`src/rtl/fpm_pkg.sv`:
```
package fpm_pkg;

   localparam int unsigned NUM_RULES = 8;

   typedef enum int unsigned {
      RULE_VALID_DROP  = 0,
      RULE_ADDR_MOVE   = 1,
      RULE_ERR_MOVE    = 2,
      RULE_P2_NO_ERR   = 3,
      RULE_P2_LENGTH   = 4,
      RULE_LO_MOVE     = 5,
      RULE_HI_MOVE     = 6,
      RULE_MISALIGNED  = 7
   } rule_e;

   localparam logic [1:0] FULL_LEN_CODE = 2'b11;

endpackage

```
`src/rtl/fpm_track.sv`:
```
module fpm_track #(
   parameter int unsigned ADDR_W = 32,
   parameter int unsigned DATA_W = 32
) (
   input  logic              clk_i,
   input  logic              rst_ni,
   input  logic              branch_i,
   input  logic              valid_i,
   input  logic              ready_i,
   input  logic              err_i,
   input  logic [ADDR_W-1:0] addr_i,
   input  logic [DATA_W-1:0] rdata_i,
   output logic              pend_q_o,
   output logic              known_q_o,
   output logic [ADDR_W-1:0] addr_q_o,
   output logic [DATA_W-1:0] data_q_o,
   output logic              err_q_o
);

   logic pend_d;
   logic known_d;
   logic done_with_err;

   assign pend_d        = valid_i & ~ready_i & ~branch_i;
   assign done_with_err = valid_i & ready_i & err_i & ~branch_i;

   always_comb begin
      known_d = known_q_o;
      if (branch_i) begin
         known_d = 1'b1;
      end else if (done_with_err) begin
         known_d = 1'b0;
      end
   end

   always_ff @(posedge clk_i) begin
      if (!rst_ni) begin
         pend_q_o  <= 1'b0;
         known_q_o <= 1'b0;
      end else begin
         pend_q_o  <= pend_d;
         known_q_o <= known_d;
      end
   end

   always_ff @(posedge clk_i) begin
      if (!rst_ni) begin
         addr_q_o <= '0;
         data_q_o <= '0;
         err_q_o  <= 1'b0;
      end else begin
         addr_q_o <= addr_i;
         data_q_o <= rdata_i;
         err_q_o  <= err_i;
      end
   end

endmodule

```
`src/rtl/fpm_rules.sv`:
```
module fpm_rules
   import fpm_pkg::*;
#(
   parameter int unsigned ADDR_W        = 32,
   parameter int unsigned DATA_W        = 32,
   parameter bit          GATE_ON_KNOWN = 1'b1
) (
   input  logic                 pend_q_i,
   input  logic                 known_q_i,
   input  logic [ADDR_W-1:0]    addr_q_i,
   input  logic [DATA_W-1:0]    data_q_i,
   input  logic                 err_q_i,
   input  logic                 branch_i,
   input  logic                 branch_lsb_i,
   input  logic                 valid_i,
   input  logic [ADDR_W-1:0]    addr_i,
   input  logic [DATA_W-1:0]    rdata_i,
   input  logic                 err_i,
   input  logic                 err_plus2_i,
   output logic [NUM_RULES-1:0] hit_o
);

   localparam int unsigned HALF_W = DATA_W / 2;

   logic                 open_now;
   logic                 shown;
   logic                 prev_full_len;
   logic                 cur_full_len;
   logic                 gate;
   logic [NUM_RULES-1:0] raw;

   assign open_now      = pend_q_i & ~branch_i;
   assign shown         = valid_i & ~branch_i;
   assign prev_full_len = (data_q_i[1:0] == FULL_LEN_CODE);
   assign cur_full_len  = (rdata_i[1:0] == FULL_LEN_CODE);

   always_comb begin
      raw = '0;
      raw[RULE_VALID_DROP] = open_now & ~valid_i;
      raw[RULE_ADDR_MOVE]  = open_now & (addr_i != addr_q_i);
      raw[RULE_ERR_MOVE]   = open_now & (err_i != err_q_i);
      raw[RULE_P2_NO_ERR]  = shown & err_plus2_i & ~err_i;
      raw[RULE_P2_LENGTH]  = shown & err_plus2_i & err_i & ~cur_full_len;
      raw[RULE_LO_MOVE]    = open_now & ~err_i &
                             (rdata_i[HALF_W-1:0] != data_q_i[HALF_W-1:0]);
      raw[RULE_HI_MOVE]    = open_now & ~err_i & prev_full_len &
                             (rdata_i[DATA_W-1:HALF_W] != data_q_i[DATA_W-1:HALF_W]);
      raw[RULE_MISALIGNED] = branch_i & branch_lsb_i;
   end

   generate
      if (GATE_ON_KNOWN) begin : g_gated
         assign gate = known_q_i;
      end else begin : g_ungated
         logic unused_known;
         assign unused_known = known_q_i;
         assign gate = 1'b1;
      end
   endgenerate

   always_comb begin
      hit_o = raw & {NUM_RULES{gate}};
      hit_o[RULE_MISALIGNED] = raw[RULE_MISALIGNED];
   end

endmodule

```
`src/rtl/fpm_sticky.sv`:
```
module fpm_sticky #(
   parameter int unsigned WIDTH = 8
) (
   input  logic             clk_i,
   input  logic             rst_ni,
   input  logic [WIDTH-1:0] set_i,
   output logic [WIDTH-1:0] flag_q_o
);

   for (genvar k = 0; k < WIDTH; k++) begin : g_bit
      always_ff @(posedge clk_i) begin
         if (!rst_ni) begin
            flag_q_o[k] <= 1'b0;
         end else if (set_i[k]) begin
            flag_q_o[k] <= 1'b1;
         end
      end
   end

endmodule

```
`src/rtl/fetch_proto_monitor.sv`:
```
module fetch_proto_monitor
   import fpm_pkg::*;
#(
   parameter int unsigned ADDR_W        = 32,
   parameter int unsigned DATA_W        = 32,
   parameter bit          GATE_ON_KNOWN = 1'b1
) (
   input  logic                 clk_i,
   input  logic                 rst_ni,
   input  logic                 branch_i,
   input  logic [ADDR_W-1:0]    branch_addr_i,
   input  logic                 valid_i,
   input  logic                 ready_i,
   input  logic [ADDR_W-1:0]    addr_i,
   input  logic [DATA_W-1:0]    rdata_i,
   input  logic                 err_i,
   input  logic                 err_plus2_i,
   output logic [NUM_RULES-1:0] violations_o,
   output logic                 any_violation_o,
   output logic                 pending_o,
   output logic                 addr_known_o
);

   generate
      if (DATA_W != 32) begin : g_bad_data_w
         $error("fetch_proto_monitor: DATA_W must be 32");
      end
      if (ADDR_W < 2) begin : g_bad_addr_w
         $error("fetch_proto_monitor: ADDR_W must be at least 2");
      end
   endgenerate

   logic                 pend_q;
   logic                 known_q;
   logic [ADDR_W-1:0]    addr_q;
   logic [DATA_W-1:0]    data_q;
   logic                 err_q;
   logic [NUM_RULES-1:0] hits;
   logic                 unused_branch_hi;

   assign unused_branch_hi = ^branch_addr_i[ADDR_W-1:1];

   fpm_track #(
      .ADDR_W (ADDR_W),
      .DATA_W (DATA_W)
   ) u_track (
      .clk_i     (clk_i),
      .rst_ni    (rst_ni),
      .branch_i  (branch_i),
      .valid_i   (valid_i),
      .ready_i   (ready_i),
      .err_i     (err_i),
      .addr_i    (addr_i),
      .rdata_i   (rdata_i),
      .pend_q_o  (pend_q),
      .known_q_o (known_q),
      .addr_q_o  (addr_q),
      .data_q_o  (data_q),
      .err_q_o   (err_q)
   );

   fpm_rules #(
      .ADDR_W        (ADDR_W),
      .DATA_W        (DATA_W),
      .GATE_ON_KNOWN (GATE_ON_KNOWN)
   ) u_rules (
      .pend_q_i     (pend_q),
      .known_q_i    (known_q),
      .addr_q_i     (addr_q),
      .data_q_i     (data_q),
      .err_q_i      (err_q),
      .branch_i     (branch_i),
      .branch_lsb_i (branch_addr_i[0]),
      .valid_i      (valid_i),
      .addr_i       (addr_i),
      .rdata_i      (rdata_i),
      .err_i        (err_i),
      .err_plus2_i  (err_plus2_i),
      .hit_o        (hits)
   );

   fpm_sticky #(
      .WIDTH (NUM_RULES)
   ) u_sticky (
      .clk_i    (clk_i),
      .rst_ni   (rst_ni),
      .set_i    (hits),
      .flag_q_o (violations_o)
   );

   assign any_violation_o = |violations_o;
   assign pending_o       = pend_q;
   assign addr_known_o    = known_q;

endmodule

```
`config.mk`:
```
export PLATFORM = sky130hd
export DESIGN_NAME = fetch_proto_monitor
export DESIGN_NICKNAME = d
export VERILOG_FILES = /design/src/rtl/fpm_pkg.sv /design/src/rtl/fpm_track.sv /design/src/rtl/fpm_rules.sv /design/src/rtl/fpm_sticky.sv /design/src/rtl/fetch_proto_monitor.sv
export SDC_FILE = /design/constraint.sdc
export NUM_CORES = 1
export LEC_CHECK = 0
export BUFFER_PORTS_ARGS = -buffer_cell sky130_fd_sc_hd__clkbuf_2
export CORE_ASPECT_RATIO = 1.75
export CORE_MARGIN = 2
export CORE_UTILIZATION = 50
export CTS_BUF_LIST = sky130_fd_sc_hd__clkbuf_8
export DETAILED_ROUTE_END_ITERATION = 8
export PLACE_DENSITY = 0.82
export SKIP_LAST_GASP = 1
export SYNTH_ARGS = -nofsm -noshare
export SYNTH_HDL_FRONTEND = slang
export SYNTH_SLANG_ARGS = --single-unit
```
`constraint.sdc`:
```
create_clock -name clk_i -period 1.6 [get_ports clk_i]
set_clock_uncertainty 0.15 [all_clocks]
set_input_delay 0.32 -clock clk_i [delete_from_list [all_inputs] [get_ports clk_i]]
set_output_delay 0.32 -clock clk_i [all_outputs]
set_load 0.03 [all_outputs]
```
### Word level (Yosys, flattened, before mapping)

Cells that the tools add are included.
Widths: inputs -> output; s select.

| storage, ports and cells | value |
|---|---|
| register bits after elaboration | 75 |
| bits in latches | 0 |
| RAM bits | 0 |
| memory bits (read-only) | 0 |
| input bits | 103 |
| output and inout bits | 11 |
| memories kept | 0 |

| operators by class | value |
|---|---|
| add/subtract/negate cells | 0 |
| $mul | 0 |
| div/mod/pow operators | 0 |
| magnitude comparators | 0 |
| eq/ne operators | 6 |
| shifts and indexed selects | 0 |
| mux-type cells | 2 |
| bitwise operators | 25 |
| reductions and logical operators | 2 |

Operators with widths:

| cell | count |
|---|---|
| $ne 16x16->1 | 2 |
| $ne 32x32->1 | 1 |
| $and 1x1->1 | 19 |
| $reduce_or 8->1 | 1 |
| $and 7x7->7 | 1 |
| $not 1->1 | 5 |
| $eq 2x2->1 const B | 2 |
| $mux 1 | 2 |
| $reduce_bool 2->1 | 1 |
| $ne 1x1->1 | 1 |

### Logic depth before layout (Yosys ltp)

| depth | value |
|---|---|
| word-level depth | 6 |
| gate-level depth with buffers | 5 |
| gate-level depth less buffers | 5 |

### By module

Synthesis repeated with hierarchy kept, for this count alone.

| unflattened totals | value |
|---|---|
| cell total of the unflattened synthesis | 262 |
| area total of the unflattened synthesis | 2850.2 sq um |

By module, submodules not included:

| module | times used | cells an instance | area an instance (sq um) | sequential area each (sq um) |
|---|---|---|---|---|
| fpm_track | 1 | 143 | 1841.8 | 1341.3 |
| fpm_rules | 1 | 99 | 760.7 | 0.0 |
| fpm_sticky | 1 | 17 | 231.5 | 160.2 |
| fetch_proto_monitor | 1 | 3 | 16.3 | 0.0 |

### Worst setup path before layout

Ideal clock, no wire load.

| timing | value |
|---|---|
| path type | register -> output |
| start point | register u_sticky.flag_q_o[2] |
| end point | output any_violation_o |
| arrival | 917 ps |
| required time | 1130 ps |
| slack | 213 ps |
| cell stages (with the launch flop) | 3 |
| buffers on the path | 0 |
| cells stage by stage | dfxtp_1 > nor4_1 > nand2_1 |

| on the way | value |
|---|---|
| word-level cells in the longest chain between the ends | 1 |

Ends and longest elaborated chain:

| element | RTL line | text |
|---|---|---|
| start: declaration | fpm_sticky.sv:7 | `output logic [WIDTH-1:0] flag_q_o` |
| start signal: indexed assignment | fpm_sticky.sv:13 | `flag_q_o[k] <= 1'b0;` |
| start signal: indexed assignment | fpm_sticky.sv:15 | `flag_q_o[k] <= 1'b1;` |
| $reduce_or 8->1 | fetch_proto_monitor.sv:91 | `assign any_violation_o = \|violations_o;` |
| end: declaration | fetch_proto_monitor.sv:19 | `output logic any_violation_o,` |

Every way passes these cells.

### Worst setup path in the final report

Ends and elaborated chain as after synthesis.

==> results.cfg <==
[cts]
numCtsBuffers = 9
cts_buffer_depth = 2
clk_pin_slew_ps = 70
root_buffer = clkbuf_8
cts_tree = built
cts_sinks = 75
cts_max_level = 3
insertion_delay_ps = 350

[outcome]
outcome = complete, but fails checks
violations = negative setup slack

[floorplanning]
num_rows = 36
die_area_mm2 = 0.006289
die_w_um = 60.81
core_area_mm2 = 0.005495
start_util = 0.5139
ios = 114
die_y_um = 103.4

[layout]
layout-drive-gt1-share = 0.3094
synthToLayoutAreaGrowth_pct = 27.56
fill_cells = 467
fin_cells = 438
nets = 460
n_antenna_cell = 0

[power_and_ir_drop]
vdd_ir_drop_max_v = 0.0007198
leakagePower_uw = 0.001709
powerDensity_mw_per_mm2 = 1072
total_power_uw = 3862

[setup_path]
critPathLaunchType = register
critical_path_arrival_ps = 1230
critPathRequiredTime_ps = 1130
worstPathMaxFanout = 3
cp_slowest_cell = dfxtp_2
r2r-start = u_track.data_q_o[15]
crit_start = u_sticky.flag_q_o[2]
worst_setup_path_end_kind = output pin
cpPeakStageDelay_ps = 350
path_class = register to output pin
crit_chain = nor4_4 -> nand2_1 -> clkbuf_8

[global_route]
globalRouteMet2Util = 0.3143
grt_pass1_wl_um = 8100
grt_pass1_vias = 2003
grt.total_usage = 0.1788
overflow = 0
met3_usage = 0.05348
grt_busiest_layer = met2
antenna_found_initial = 0
grt_max_degree = 48
globalRouteMet1Util = 0.1699

[logic_synthesis]
synth.distinct_cells = 20
syn_inst = 266
synth_nets = 369
synth_seq_area_share = 0.5317
yosysWarnings = 0
synth-seq-cells = 75
synth_area_mm2 = 0.002824
yosysTopAreaCell = dfxtp_1
syn_area_per_cell_um2 = 10.62
synth_top_area_frac = 0.5317
synthTopCellsByArea = dfxtp_1 53%, xor2_1 20%, and2_1 14%

[placed_design]
dp.cells = 420
pre_cts_slack_ps = -137.6
gp_congestion = 0.7069
dp_hpwl_um = 3784
io_buffers = 82

[job]
drv_cap = 0

[min_path]
hold_path_class = input pin to register
min-delay-start = addr_i[6]

[routing]
drt_iter0_drc = 16
num_vias = 2028
dr.pass1.iters = 3
drt-total-wl_um = 5062
antenna_left = 0
routedWlPerCell_um = 11.56
drc = 0
vias_per_cell = 4.630

[timing]
relSlewSlack = 0.7866
worst_slew_pin_slew_ps = 317.1
hold_viol_final = 0
rsz0062_at_grt = yes
clock.fmax_mhz = 586.7
drv_slew = 0
finalSetupViolations = 1
fin_crit_ps = 1705
setup_ws_ps = -104.5
min_period_over_period = 1.065
hold_ws_ps = 42.34
[metrics by stage]
stage / util / setup TNS (ps) / cell area [um2]
finish: 0.6555 / -104.5 / 3602
global route: 0.6555 / -191.9 / 3602
CTS: 0.6519 / -150.8 / 3582
detailed placement: 0.6050 / -210.8 / 3324
global placement: 0.6050 / -94.29 / 3324
floorplan: - / 0 / 2824
[Yosys cell counts]
master / n
a21oi_1: 3
a41oi_2: 1
and2_1: 65
clkbuf_1: 6
clkbuf_2: 1
clkinv_1: 1
dfxtp_1: 75
nand2_1: 4
nand3_1: 2
nand3b_1: 1
nand4_1: 4
nor2_1: 16
nor2b_1: 1
nor3b_1: 1
nor4_1: 14
nor4_2: 4
o21a_1: 1
o31ai_1: 1
xnor2_1: 1
xor2_1: 64
[repair_timing]
action / in CTS / in global routing
buffers inserted: 1 / 0
gates cloned: 0 / 0
gates resized for setup: 7 / 5
setup endpoints to repair: 2 / 3
hold buffers: 1 / 0
hold endpoints to repair: 1 / 0
pin swaps: 2 / 4
[power breakdown]
group	switching, uW	total, uW	internal, uW
logic	188	392	204
registers	41.4	2000	1960
clock network	638	1470	832
[placed cells by master (no fill, tap or decap), types with 2 or more instances in the layout]
cell,synthesis,layout
a21oi_1,3,2
and2_1,65,65
buf_4,0,4
clkbuf_2,1,81
clkbuf_8,0,13
dfxtp_1,75,72
dfxtp_2,0,2
inv_1,0,3
nand2_1,4,4
nand3_1,2,2
nand4_1,4,4
nor2_1,16,16
nor4_1,14,11
nor4_2,4,6
xor2_1,64,63
[sequential cells by signal, indices dropped and copies added (netlist names)]
signal and cells:
u_track.data_q_o 32, u_track.known_q_o 1, u_track.err_q_o 1, u_track.pend_q_o 1
u_sticky.flag_q_o 8, u_track.addr_q_o 32
[kinds of logic after synthesis]
family,after synthesis,share of synthesized area
AO/OA/AOI/OAI,6,0.01640
XOR/XNOR,65,0.2016
buffers and inverters,8,0.01107
flip-flops,75,0.5317
AND/OR/NAND/NOR,112,0.2393
[critical path, delay by kind of cell (launching register included)]
kind / cells / cell delay (ps)
buf+inv: 1 / 170
flops: 1 / 350
simple gates: 2 / 380
[cell type report]
| cell class | instances | area, um2 | share of cell area |
|---|---|---|---|
| Sequential cell | 75 | 1508 | 0.4185 |
| Multi-Input combinational cell | 183 | 1330 | 0.3692 |
| Timing Repair Buffer | 87 | 459.2 | 0.1275 |
| Clock buffer | 12 | 165.2 | 0.04585 |
| Tap cell | 76 | 95.09 | 0.02640 |
| Clock inverter | 4 | 41.29 | 0.01146 |
| Inverter | 1 | 3.754 | 0.001042 |
[per-layer routing]
layer / wire, um / part of all wire
met5: 0 / 0
met4: 215 / 0.042
met3: 267 / 0.053
met2: 2645 / 0.52
met1: 1934 / 0.38
[path summary, 6_finish.rpt]
kind                               end  slack [ps]  cells after the start
hold reg to reg   u_sticky.flag_q_o[1]         340                      2
setup reg to reg  u_sticky.flag_q_o[5]         100                      6
hold / removal     u_track.addr_q_o[6]          40                      2
setup / recovery       any_violation_o        -100                      3
No activity file was read; power rests on OpenSTA's default activity.
